==> src/rtl/evst_pkg.sv <==
// Shared constants for the event status block: bit positions and the address map.
package evst_pkg;
    localparam int NUM_EVT   = 11;           // sticky event bits 0..10
    localparam int NUM_EXT   = NUM_EVT - 1;  // externally pulsed events 0..9
    localparam int CHG_BIT   = 10;           // card change, generated inside
    localparam int CD_BIT    = 11;           // live card-absent level
    localparam int WP_BIT    = 12;           // live write-protect level
    localparam int ADDR_W    = 2;

    typedef enum logic [ADDR_W-1:0] {
        A_STATUS = 2'd0,
        A_CLEAR  = 2'd1,
        A_MASK   = 2'd2,
        A_SPARE  = 2'd3
    } evst_addr_e;
endpackage

==> src/rtl/evst_sync.sv <==
// Multi-stage level synchroniser.
// Assumes: STAGES >= 2; input is a slow level, not a pulse.
module evst_sync #(
    parameter int   STAGES  = 2,
    parameter logic RST_VAL = 1'b0
) (
    input  logic clk,
    input  logic rst_n,
    input  logic d,
    output logic q
);
    logic [STAGES-1:0] chain;

    // shift the pin level through the flop chain
    always_ff @(posedge clk) begin
        if (!rst_n) chain <= {STAGES{RST_VAL}};
        else        chain <= {chain[STAGES-2:0], d};
    end

    assign q = chain[STAGES-1];
endmodule

==> src/rtl/evst_edge.sv <==
// Detects either edge of a synchronised level as a one-cycle pulse.
// Assumes: RST_VAL matches the reset value of the synchroniser feeding it,
// so reset itself gives no false edge.
module evst_edge #(
    parameter logic RST_VAL = 1'b0
) (
    input  logic clk,
    input  logic rst_n,
    input  logic lvl,
    output logic chg
);
    logic prev_q;

    // remember the level of the previous cycle
    always_ff @(posedge clk) begin
        if (!rst_n) prev_q <= RST_VAL;
        else        prev_q <= lvl;
    end

    assign chg = lvl ^ prev_q;
endmodule

==> src/rtl/evst_sticky.sv <==
// Bank of sticky flags: set by pulse, cleared by write-one, set has priority.
// Assumes: set and clr are sampled on the same edge.
module evst_sticky #(
    parameter int N = 11
) (
    input  logic         clk,
    input  logic         rst_n,
    input  logic [N-1:0] set,
    input  logic [N-1:0] clr,
    output logic [N-1:0] q
);
    for (genvar i = 0; i < N; i++) begin : g_bit
        // hold one flag; a set in the same cycle overrides a clear
        always_ff @(posedge clk) begin
            if (!rst_n)      q[i] <= 1'b0;
            else if (set[i]) q[i] <= 1'b1;
            else if (clr[i]) q[i] <= 1'b0;
        end
    end
endmodule

==> src/rtl/evst_irq_regs.sv <==
// Event status, write-one-to-clear and mask registers with one level interrupt.
// Assumes: evt_in bits are single-cycle pulses in the clk domain; the pins
// are asynchronous levels; REG_W is at least WP_BIT+1.
module evst_irq_regs
    import evst_pkg::*;
#(
    parameter int REG_W       = 16,
    parameter int SYNC_STAGES = 2
) (
    input  logic              clk,
    input  logic              rst_n,
    input  logic [9:0]        evt_in,
    input  logic              card_absent_pin,
    input  logic              wprot_pin,
    input  logic              reg_wr_en,
    input  logic [1:0]        reg_addr,
    input  logic [REG_W-1:0]  reg_wdata,
    output logic [REG_W-1:0]  reg_rdata,
    output logic              irq
);
    logic               cd_s, wp_s, cd_chg;
    logic [NUM_EVT-1:0] set_vec, clr_vec, st_q, mask_q;
    logic               wr_clr, wr_mask;

    evst_sync #(.STAGES(SYNC_STAGES), .RST_VAL(1'b1)) u_cd_sync (
        .clk(clk), .rst_n(rst_n), .d(card_absent_pin), .q(cd_s));

    evst_sync #(.STAGES(SYNC_STAGES), .RST_VAL(1'b0)) u_wp_sync (
        .clk(clk), .rst_n(rst_n), .d(wprot_pin), .q(wp_s));

    evst_edge #(.RST_VAL(1'b1)) u_cd_edge (
        .clk(clk), .rst_n(rst_n), .lvl(cd_s), .chg(cd_chg));

    // decode which register a write targets
    always_comb begin
        wr_clr  = reg_wr_en && (evst_addr_e'(reg_addr) == A_CLEAR);
        wr_mask = reg_wr_en && (evst_addr_e'(reg_addr) == A_MASK);
    end

    assign set_vec = {cd_chg, evt_in[NUM_EXT-1:0]};
    assign clr_vec = wr_clr ? reg_wdata[NUM_EVT-1:0] : '0;

    evst_sticky #(.N(NUM_EVT)) u_sticky (
        .clk(clk), .rst_n(rst_n), .set(set_vec), .clr(clr_vec), .q(st_q));

    // mask register, written whole
    always_ff @(posedge clk) begin
        if (!rst_n)       mask_q <= '0;
        else if (wr_mask) mask_q <= reg_wdata[NUM_EVT-1:0];
    end

    // read mux over the address map
    always_comb begin
        reg_rdata = '0;
        unique case (evst_addr_e'(reg_addr))
            A_STATUS: begin
                reg_rdata[NUM_EVT-1:0] = st_q;
                reg_rdata[CD_BIT]      = cd_s;
                reg_rdata[WP_BIT]      = wp_s;
            end
            A_MASK:   reg_rdata[NUM_EVT-1:0] = mask_q;
            default:  reg_rdata = '0;
        endcase
    end

    // interrupt is the OR of unmasked sticky flags
    assign irq = |(st_q & mask_q);
endmodule

==> config.mk <==
export PLATFORM = sky130hd
export DESIGN_NAME = evst_irq_regs
export DESIGN_NICKNAME = d
export VERILOG_FILES = /design/src/rtl/evst_pkg.sv /design/src/rtl/evst_sync.sv /design/src/rtl/evst_edge.sv /design/src/rtl/evst_sticky.sv /design/src/rtl/evst_irq_regs.sv
export SDC_FILE = /design/constraint.sdc
export NUM_CORES = 1
export LEC_CHECK = 0
export BUFFER_PORTS_ARGS = -buffer_cell sky130_fd_sc_hd__buf_4
export CAP_MARGIN = 0
export CORE_MARGIN = 3
export CORE_UTILIZATION = 40
export CTS_CLUSTER_DIAMETER = 150
export DETAILED_ROUTE_END_ITERATION = 8
export PLACE_DENSITY = 0.65
export SYNTH_ARGS = -nofsm -noshare
export SYNTH_HDL_FRONTEND = slang
export SYNTH_SLANG_ARGS = --single-unit
==> constraint.sdc <==
create_clock -name clk -period 1.8 [get_ports clk]
set_clock_uncertainty 0.05 [all_clocks]
set_input_delay 0.18 -clock clk [delete_from_list [all_inputs] [get_ports clk]]
set_output_delay 0.18 -clock clk [all_outputs]
set_load 0.005 [all_outputs]
Word-level counts from Yosys, hierarchy flattened:

Cells that the tools add are included.
Widths: inputs -> output; s select.

* register bits after elaboration: 27
* output and inout port bits: 17
* logic and storage cells: 59

* reductions and logical operators: 15
* bitwise operators: 2
* equal/unequal tests: 2
* muxes and demuxes: 25

Operators with widths (count)
* $mux 1: 22
* $pmux 11 s2: 1
* $reduce_bool 2->1: 11
* $and 11x11->11: 1
* $mux 11: 1
* $reduce_or 11->1: 1
* $eq 2x1->1 const B: 1
* $eq 2x2->1 const B: 1
* $logic_and 1x1->1: 2
* $logic_not 2->1: 1
* $mux 2: 1
* $xor 1x1->1: 1

Logic depth before layout (Yosys ltp):

Gate-level depths: netlist (run 1).

* word-level depth: 5
* gate-level depth with buffers: 6
* gate-level depth less buffers: 4

Modules after synthesis:

Synthesis (run 1) repeated with hierarchy kept, for this count alone.

* cell total of the unflattened synthesis: 131
* area total of the unflattened synthesis: 1305.0 µm²

By module, submodules not included
* evst_irq_regs: cells an instance 86, sequential area each 220.2 µm², area each 782.0 µm², times used 1
* evst_sticky: cells an instance 34, sequential area each 220.2 µm², area each 382.9 µm², times used 1
* evst_sync: cells an instance 4, sequential area each 40.0 µm², area each 52.6 µm², times used 2
* evst_edge: cells an instance 3, sequential area each 20.0 µm², area each 35.0 µm², times used 1

Worst setup path before layout (run 1):

OpenSTA, ideal clock, no wires.

* kind: register to output
* start point: register u_sticky.q[0]
* end point: output irq
* cell stages (with the launch flop): 5
* buffers on the path: 0
* slack: 0.661 ns
* data arrival time: 0.909 ns
* path through: dfxtp_1 > a22o_1 > a221oi_1 > and3_1 > nand2_1

* longest elaborated chain between the ends: 2

Ends and longest elaborated chain
* start: declaration: line evst_sticky.sv:10 `output logic [N-1:0] q`
* start signal: indexed assignment: line evst_sticky.sv:15 `if (!rst_n) q[i] <= 1'b0;`
* start signal: indexed assignment: line evst_sticky.sv:16 `else if (set[i]) q[i] <= 1'b1;`
* start signal: indexed assignment: line evst_sticky.sv:17 `else if (clr[i]) q[i] <= 1'b0;`
* $and 11x11->11: line evst_irq_regs.sv:67 `assign irq = |(st_q & mask_q);`
* $reduce_or 11->1: line evst_irq_regs.sv:67
* end: declaration: line evst_irq_regs.sv:19 `output logic irq`

Every way passes these cells.

Worst setup path in the final report (run 1):

* start point: register mask_q[0]
* end point: output irq

* longest elaborated chain between the ends: 2

Ends and longest elaborated chain
* start: declaration: line evst_irq_regs.sv:22 `logic [NUM_EVT-1:0] set_vec, clr_vec, st_q, mask_q;`
* start signal: assignment: line evst_irq_regs.sv:49 `else if (wr_mask) mask_q <= reg_wdata[NUM_EVT-1:0];`
* $and 11x11->11: line evst_irq_regs.sv:67
* $reduce_or 11->1: line evst_irq_regs.sv:67

Every way passes these cells.

==> impl_metrics.env, run 1 <==
export IMPL_status="finished clean"
export IMPL_postRouteAntennaNets=0
export IMPL_start_kind="register"
export IMPL_synth_area_per_cell_um2=8.48
export IMPL_hold_ws_ps=46.0
export IMPL_r2r_end="u_sticky.q[10]$_SDFFE_PN0P_"
export IMPL_async_flop_share_pct=0
export IMPL_first_pass_iters=4
export IMPL_crit_fanout=2
export IMPL_die_w_um=61.7
export IMPL_start_util_pct=43.4
export IMPL_min_from="evt_in[4]"
export IMPL_fin_crit_sh_pct=96.6
export IMPL_utilization_pct=59.3
export IMPL_syn_inst=146
export IMPL_cp_slowest_cell="dfxtp_2"
export IMPL_grt_overflow=0
export IMPL_synthFlopType="dfxtp_1"
export IMPL_clk_latency_ps=310
export IMPL_place_inst=210
export IMPL_cap_violations=0
export IMPL_grt_start_max_net_pins=28
export IMPL_crit_chain="a22o_1 > a221oi_2 > and3_1 > nand2_1 > buf_6"
export IMPL_total_power_w=0.00112
export IMPL_ir_worst_vdd_uv=348
export IMPL_ys_types=30
export IMPL_cts_max_level=1
export IMPL_clock_sinks=27
export IMPL_port_buffers=41
export IMPL_synthesis_area_mm2=0.00124
export IMPL_clk_path_buf_depth=2
export IMPL_max_slew_margin_pct=65.4
export IMPL_grt_pass1_vias=1009
export IMPL_first_iter_violations=57
export IMPL_critical_path_required_ps=1570
export IMPL_critical_path_class="register to output port"
export IMPL_whs_path_depth=3
export IMPL_worstMarginPinSlew_ps=518
export IMPL_num_io_pins=50
export IMPL_num_vias=1159
export IMPL_yosys_top_cells_area="dfxtp_1, mux2i_1, nand2_1"
export IMPL_yosysMostFrequentCell="dfxtp_1"
export IMPL_grt_pass1_wl_mm=4.50
export IMPL_design_area_mm2=0.00169
export IMPL_die_h_um=61.7
export IMPL_synth_top_area_share_pct=43.6
export IMPL_cp_data_arrival_time_ps=1510
export IMPL_fillers=267
export IMPL_yosys_warnings=0
export IMPL_hold_path_end="u_sticky.q[4]$_SDFFE_PN0P_"
export IMPL_drc=0
export IMPL_hold_path_class="input port to register"
export IMPL_ys_top_cells_by_count="dfxtp_1, nand2_1, mux2i_1, nor2_1"
export IMPL_power_leakage_nw=0.776
export IMPL_wirelength_mm=3.01
export IMPL_layout_drive_gt1_share_pct=26.5
export IMPL_synth_edf_count=0
export IMPL_track_usage_pct=16.1
export IMPL_coreArea_mm2=0.00285
export IMPL_drv_slew=0
export IMPL_period_needed_ps=1740
export IMPL_placed_area_mm2=0.00152
export IMPL_fin_nets=230
export IMPL_tritoncts="done"
export IMPL_syn_to_final_growth_pct=36.6
export IMPL_numCtsBuffers=3
export IMPL_fmax_ghz=0.575
export IMPL_rsz0062_at_grt="yes"
export IMPL_antenna_cells=0
export IMPL_antenna_found_initial=0
export IMPL_r2r_start="u_cd_sync.chain[1]$_SDFF_PN1_"
export IMPL_ys_ff_latch=27
export IMPL_routedWlPerCell_um=13.3
export IMPL_cts_reportedPaths_clkPinSlew_ps=150
export IMPL_final_cells=227
export IMPL_power_per_cell_area_mw_per_mm2=661
export IMPL_reg2reg_depth=3
export IMPL_max_stage_delay_ps=350
export IMPL_ys_seq_area_share_pct=43.6
export IMPL_r2r_slack_ps=980
export IMPL_vias_per_cell=5.11
export IMPL_setup_viol=0
export IMPL_die_area_mm2=0.00380
export IMPL_std_cell_rows=19
export IMPL_synth_top_area_cell="dfxtp_1"
export IMPL_dp_hpwl_mm=2.14
export IMPL_hold_viol=0
export IMPL_gp_congestion=0.793
export IMPL_end_kind="output port"
export IMPL_root_buffer="clkbuf_4"
-- metrics by stage --
step,setup TNS (ps),setup slack [ps]
2_1_floorplan,0,661
3_3_place_gp,0,375
3_5_place_dp,0,358
4_1_cts,0,62.3
5_1_grt,-8.05,-8.05
6_report,0,61.5
-- where the power goes --
group / switching (W) / total [W] / internal, W / leakage, nW
registers: 0.0000225 / 0.000652 / 0.000630 / 0.223
clock network: 0.000178 / 0.000262 / 0.0000832 / 0.0177
logic: 0.0000860 / 0.000203 / 0.000118 / 0.535
total: 0.000287 / 0.00112 / 0.000831 / 0.776
-- what timing repair did --
action | in CTS | in global routing
buffers inserted | 0 | 1
endpoints found under the hold margin | 11 | 1
gates resized for setup | 1 | 3
hold buffers | 11 | 1
endpoints found under the setup margin | 1 | 1
pin swaps | 0 | 2
-- kinds of logic (layout without fill, tap and decap cells) --
| kind of cell | Yosys count | in the layout | share of synthesized area [%] |
|---|---|---|---|
| buffers and inverters | 21 | 69 | 9.19 |
| xor gates and xnor gates | 1 | 1 | 0.707 |
| other | 1 | 3 | 0.303 |
| AOI/OAI and AO/OA | 37 | 37 | 19.6 |
| muxes | 11 | 11 | 8.89 |
| and+or+nand+nor | 48 | 48 | 17.7 |
| DFF | 27 | 27 | 43.6 |
-- layout by cell type (no fill, tap or decap), drive strengths merged --
cell type and n:
xor2 1, clkbuf 3, nor2 12, buf 43, a21boi 11, and3 1, inv 10, a22o 1
nand2 25, dfxtp 27, nor2b 1, nand2b 2, a22oi 2, clkinv 1, o21ai 10, or2b 1
a21oi 1, or2 1, a222oi 1, dlygate4sd3 12, nor3b 2, a31oi 10, and2 2, mux2i 11
a221oi 1, and3b 1, conb 3
-- worst max-delay path by stage --
stage / startpoint / endpoint / depth (start not counted)
4_1_cts: u_sticky.q[0]$_SDFFE_PN0P_ / irq / 5
3_5_place_dp: u_sticky.q[0]$_SDFFE_PN0P_ / irq / 5
5_1_grt: mask_q[0]$_SDFFE_PN0P_ / irq / 5
2_1_floorplan: u_sticky.q[0]$_SDFFE_PN0P_ / irq / 4
3_3_place_gp: u_sticky.q[0]$_SDFFE_PN0P_ / irq / 5
6_report: mask_q[0]$_SDFFE_PN0P_ / irq / 5
-- flip-flops by register name, indices dropped and copies added (netlist names) --
| signal | cells |
|---|---|
| u_wp_sync.chain | 2 |
| u_cd_edge.prev_q | 1 |
| u_cd_sync.chain | 2 |
| mask_q | 11 |
| u_sticky.q | 11 |
-- worst max-delay path: cells and delay by family (launching register included) --
family	cells	cell delay, ps
compound gates	2	450
flops	1	350
simple gates	2	250
buf+inv	1	130
-- layout make-up --
| type | instances | area (um2) | area share (%) |
|---|---|---|---|
| sequential | 27 | 543 | 32.1 |
| timing repair buffer | 55 | 447 | 26.4 |
| inverter | 10 | 37.5 | 2.22 |
| clock inverter | 1 | 5.00 | 0.296 |
| clock buffer | 3 | 22.5 | 1.33 |
| tap | 31 | 38.8 | 2.29 |
| multi-input combinational | 100 | 598 | 35.4 |
-- layer usage --
metal,global-route usage [%],vias to the layer above,part of all wire [%],wire length (um)
li1,-,589,-,-
met1,20.7,529,46,1390
met2,25.3,39,47,1420
met3,4.19,2,5.8,173
met4,6.97,0,0.57,17
met5,0,-,0,0
Note: power is estimated with default switching activity, not from simulation.
==> run 2, diff against run 1 <==
CTS_CLUSTER_DIAMETER = not set   (was 150)
PLACE_DENSITY = 0.64   (was 0.65)
SYNTH_HIERARCHICAL = 1   (was not set)
==> impl_metrics.env, run 2 <==
export IMPL_max_stage_delay_ps=350
export IMPL_synth_top_area_share_pct=41.4
export IMPL_coreArea_mm2=0.00308
export IMPL_ys_top_cells_by_count="dfxtp_1, mux2i_1, nor2b_1"
export IMPL_track_usage_pct=14.6
export IMPL_whs_path_depth=3
export IMPL_cp_slowest_cell="dfxtp_1"
export IMPL_yosys_top_cells_area="dfxtp_1, mux2i_1, nor2b_1"
export IMPL_num_io_pins=50
export IMPL_hold_viol=0
export IMPL_num_vias=1035
export IMPL_synth_area_per_cell_um2=9.96
export IMPL_r2r_slack_ps=1000
export IMPL_antenna_found_initial=0
export IMPL_cap_violations=0
export IMPL_cts_resized=0
export IMPL_cts_max_level=1
export IMPL_ys_types=21
export IMPL_yosys_warnings=6
export IMPL_drv_slew=0
export IMPL_crit_chain="a22o_1 > a221oi_1 > nand3_1 > buf_4"
export IMPL_clk_latency_ps=320
export IMPL_antenna_cells=0
export IMPL_start_util_pct=42.4
export IMPL_ys_ff_latch=27
export IMPL_die_h_um=63.1
export IMPL_die_area_mm2=0.00398
export IMPL_cts_reportedPaths_clkPinSlew_ps=140
export IMPL_synthFlopType="dfxtp_1"
export IMPL_synthesis_area_mm2=0.00131
export IMPL_clock_sinks=27
export IMPL_critPathBufInv=1
export IMPL_hold_path_class="input port to register"
export IMPL_power_leakage_nw=0.843
export IMPL_cp_data_arrival_time_ps=1390
export IMPL_min_from="reg_wdata[4]"
export IMPL_hold_ws_ps=57.7
export IMPL_gp_congestion=0.712
export IMPL_std_cell_rows=20
export IMPL_start_kind="register"
export IMPL_async_flop_share_pct=0
export IMPL_wirelength_mm=2.87
export IMPL_grt_pass1_wl_mm=4.64
export IMPL_drc=0
export IMPL_r2r_end="u_sticky/q[10]$_SDFFE_PN0P_"
export IMPL_final_cell_mix="buf_4, dfxtp_1, mux2i_1, nor2b_1, and2_1"
export IMPL_syn_inst=131
export IMPL_critical_path_class="register to output port"
export IMPL_end_kind="output port"
export IMPL_r2r_start="u_cd_edge/prev_q$_SDFF_PN1_"
export IMPL_yosysMostFrequentCell="dfxtp_1"
export IMPL_postRouteAntennaNets=0
export IMPL_ir_worst_vdd_uv=287
export IMPL_die_w_um=63.1
export IMPL_reg_top3="mask_q x11, u_sticky/q x11"
export IMPL_critical_path_required_ps=1570
export IMPL_crit_fanout=3
export IMPL_fin_crit_sh_pct=89.8
export IMPL_crit_family="compound AO/OA/AOI/OAI gates"
export IMPL_grt_overflow=0
export IMPL_layout_commonest_cell="buf_4"
export IMPL_reg2reg_depth=2
export IMPL_dp_hpwl_mm=1.97
export IMPL_seqCellArea_um2=541
export IMPL_port_buffers=41
export IMPL_rsz0062_at_grt="no"
export IMPL_first_pass_iters=4
export IMPL_fin_nets=214
export IMPL_fin_tns_setup_ps=0
export IMPL_layout_drive_gt1_share_pct=25.0
export IMPL_setup_viol=0
export IMPL_grt_pass1_vias=994
export IMPL_grt_start_max_net_pins=28
export IMPL_status="finished clean"
export IMPL_power_per_cell_area_mw_per_mm2=641
export IMPL_multi_input_area_um2=696
export IMPL_cts_hold_buf=10
export IMPL_routedWlPerCell_um=12.8
export IMPL_root_buffer="clkbuf_4"
export IMPL_period_needed_ps=1620
export IMPL_ys_seq_area_share_pct=41.4
export IMPL_fmax_ghz=0.619
export IMPL_post_cts_buffers=0
export IMPL_synth_edf_count=0
export IMPL_tritoncts="done"
export IMPL_clk_path_buf_depth=2
export IMPL_hold_path_end="mask_q[4]$_SDFFE_PN0P_"
export IMPL_synth_top_area_cell="dfxtp_1"
export IMPL_fillers=305
export IMPL_syn_to_final_growth_pct=33.7
export IMPL_first_iter_violations=20
export IMPL_numCtsBuffers=3
export IMPL_vias_per_cell=4.62
==> run 2: cell count changes in the layout (fill, tap and decap cells not counted), sizes merged, moves of 11 or more <==
cell	previous run	this run
a21boi	11	0
and2	2	13
mux2i	11	22
nand2	25	0
nor2b	1	22
o21a	0	11
==> run 2: metal layers <==
metal	vias up	part of all wire (%)	track usage, %
met1	473	46	18.4
met3	2	4.8	3.39
met5	-	0	0
met4	0	0.45	4.13
met2	28	48	24.9
li1	532	-	-
==> run 2: how the worst max path moves through the flow <==
stage          slack [ps]                         end                  startpoint  cells past startpoint
6_report              180                         irq  u_sticky/q[6]$_SDFFE_PN0P_                      4
5_1_grt                30                         irq  u_sticky/q[6]$_SDFFE_PN0P_                      4
4_1_cts               140                         irq  u_sticky/q[6]$_SDFFE_PN0P_                      4
3_5_place_dp          320  u_sticky/q[6]$_SDFFE_PN0P_                 reg_addr[1]                      5
3_3_place_gp          340  u_sticky/q[7]$_SDFFE_PN0P_                 reg_addr[1]                      5
2_1_floorplan         650  u_sticky/q[0]$_SDFFE_PN0P_                 reg_addr[1]                      6
==> run 2: cell type report <==
cell class / instances / share of cell area [%]
repair buffers: 53 / 24.5
well taps: 44 / 3.15
flip-flops and latches: 27 / 31.0
multi-input cells: 96 / 39.9
clock buffers: 4 / 1.51
==> run 2: cell families (layout without fill, tap and decap cells) <==
logic type	Yosys count	after routing	synth area share (%)
simple gates	54	54	25.1
flops	27	27	41.4
mux	22	22	16.9
compound gates	16	16	9.78
buf+inv	10	57	5.85
other cells	1	3	0.287
xor+xnor	1	1	0.671
==> run 2: worst reg2reg max path, cell delays in order, from the launching register on <==
cell and delay (ps):
dfxtp_1 340, xor2_1 150, o21a_1 180
==> run 2: stage by stage <==
| stage | instance area (um2) | cells | worst slack, ps | total power (W) | utilization, % |
|---|---|---|---|---|---|
| floorplan | 1310 | 133 | 647 | 0.000769 | - |
| global placement | 1600 | 208 | 340 | 0.000848 | 52.0 |
| detailed placement | 1600 | 208 | 325 | 0.000852 | 52.0 |
| CTS | 1730 | 222 | 137 | 0.00113 | 56.1 |
| global route | 1750 | 224 | 30.9 | 0.00119 | 56.7 |
| finish | 1750 | 224 | 184 | 0.00112 | 56.7 |
==> run 2: report_power, final <==
| group | switching (W) | total [W] | leakage, nW | internal [W] |
|---|---|---|---|---|
| combinational | 0.0000791 | 0.000208 | 0.606 | 0.000129 |
| clock | 0.000175 | 0.000261 | 0.0150 | 0.0000867 |
| sequential | 0.0000198 | 0.000649 | 0.223 | 0.000629 |
| total | 0.000274 | 0.00112 | 0.843 | 0.000845 |
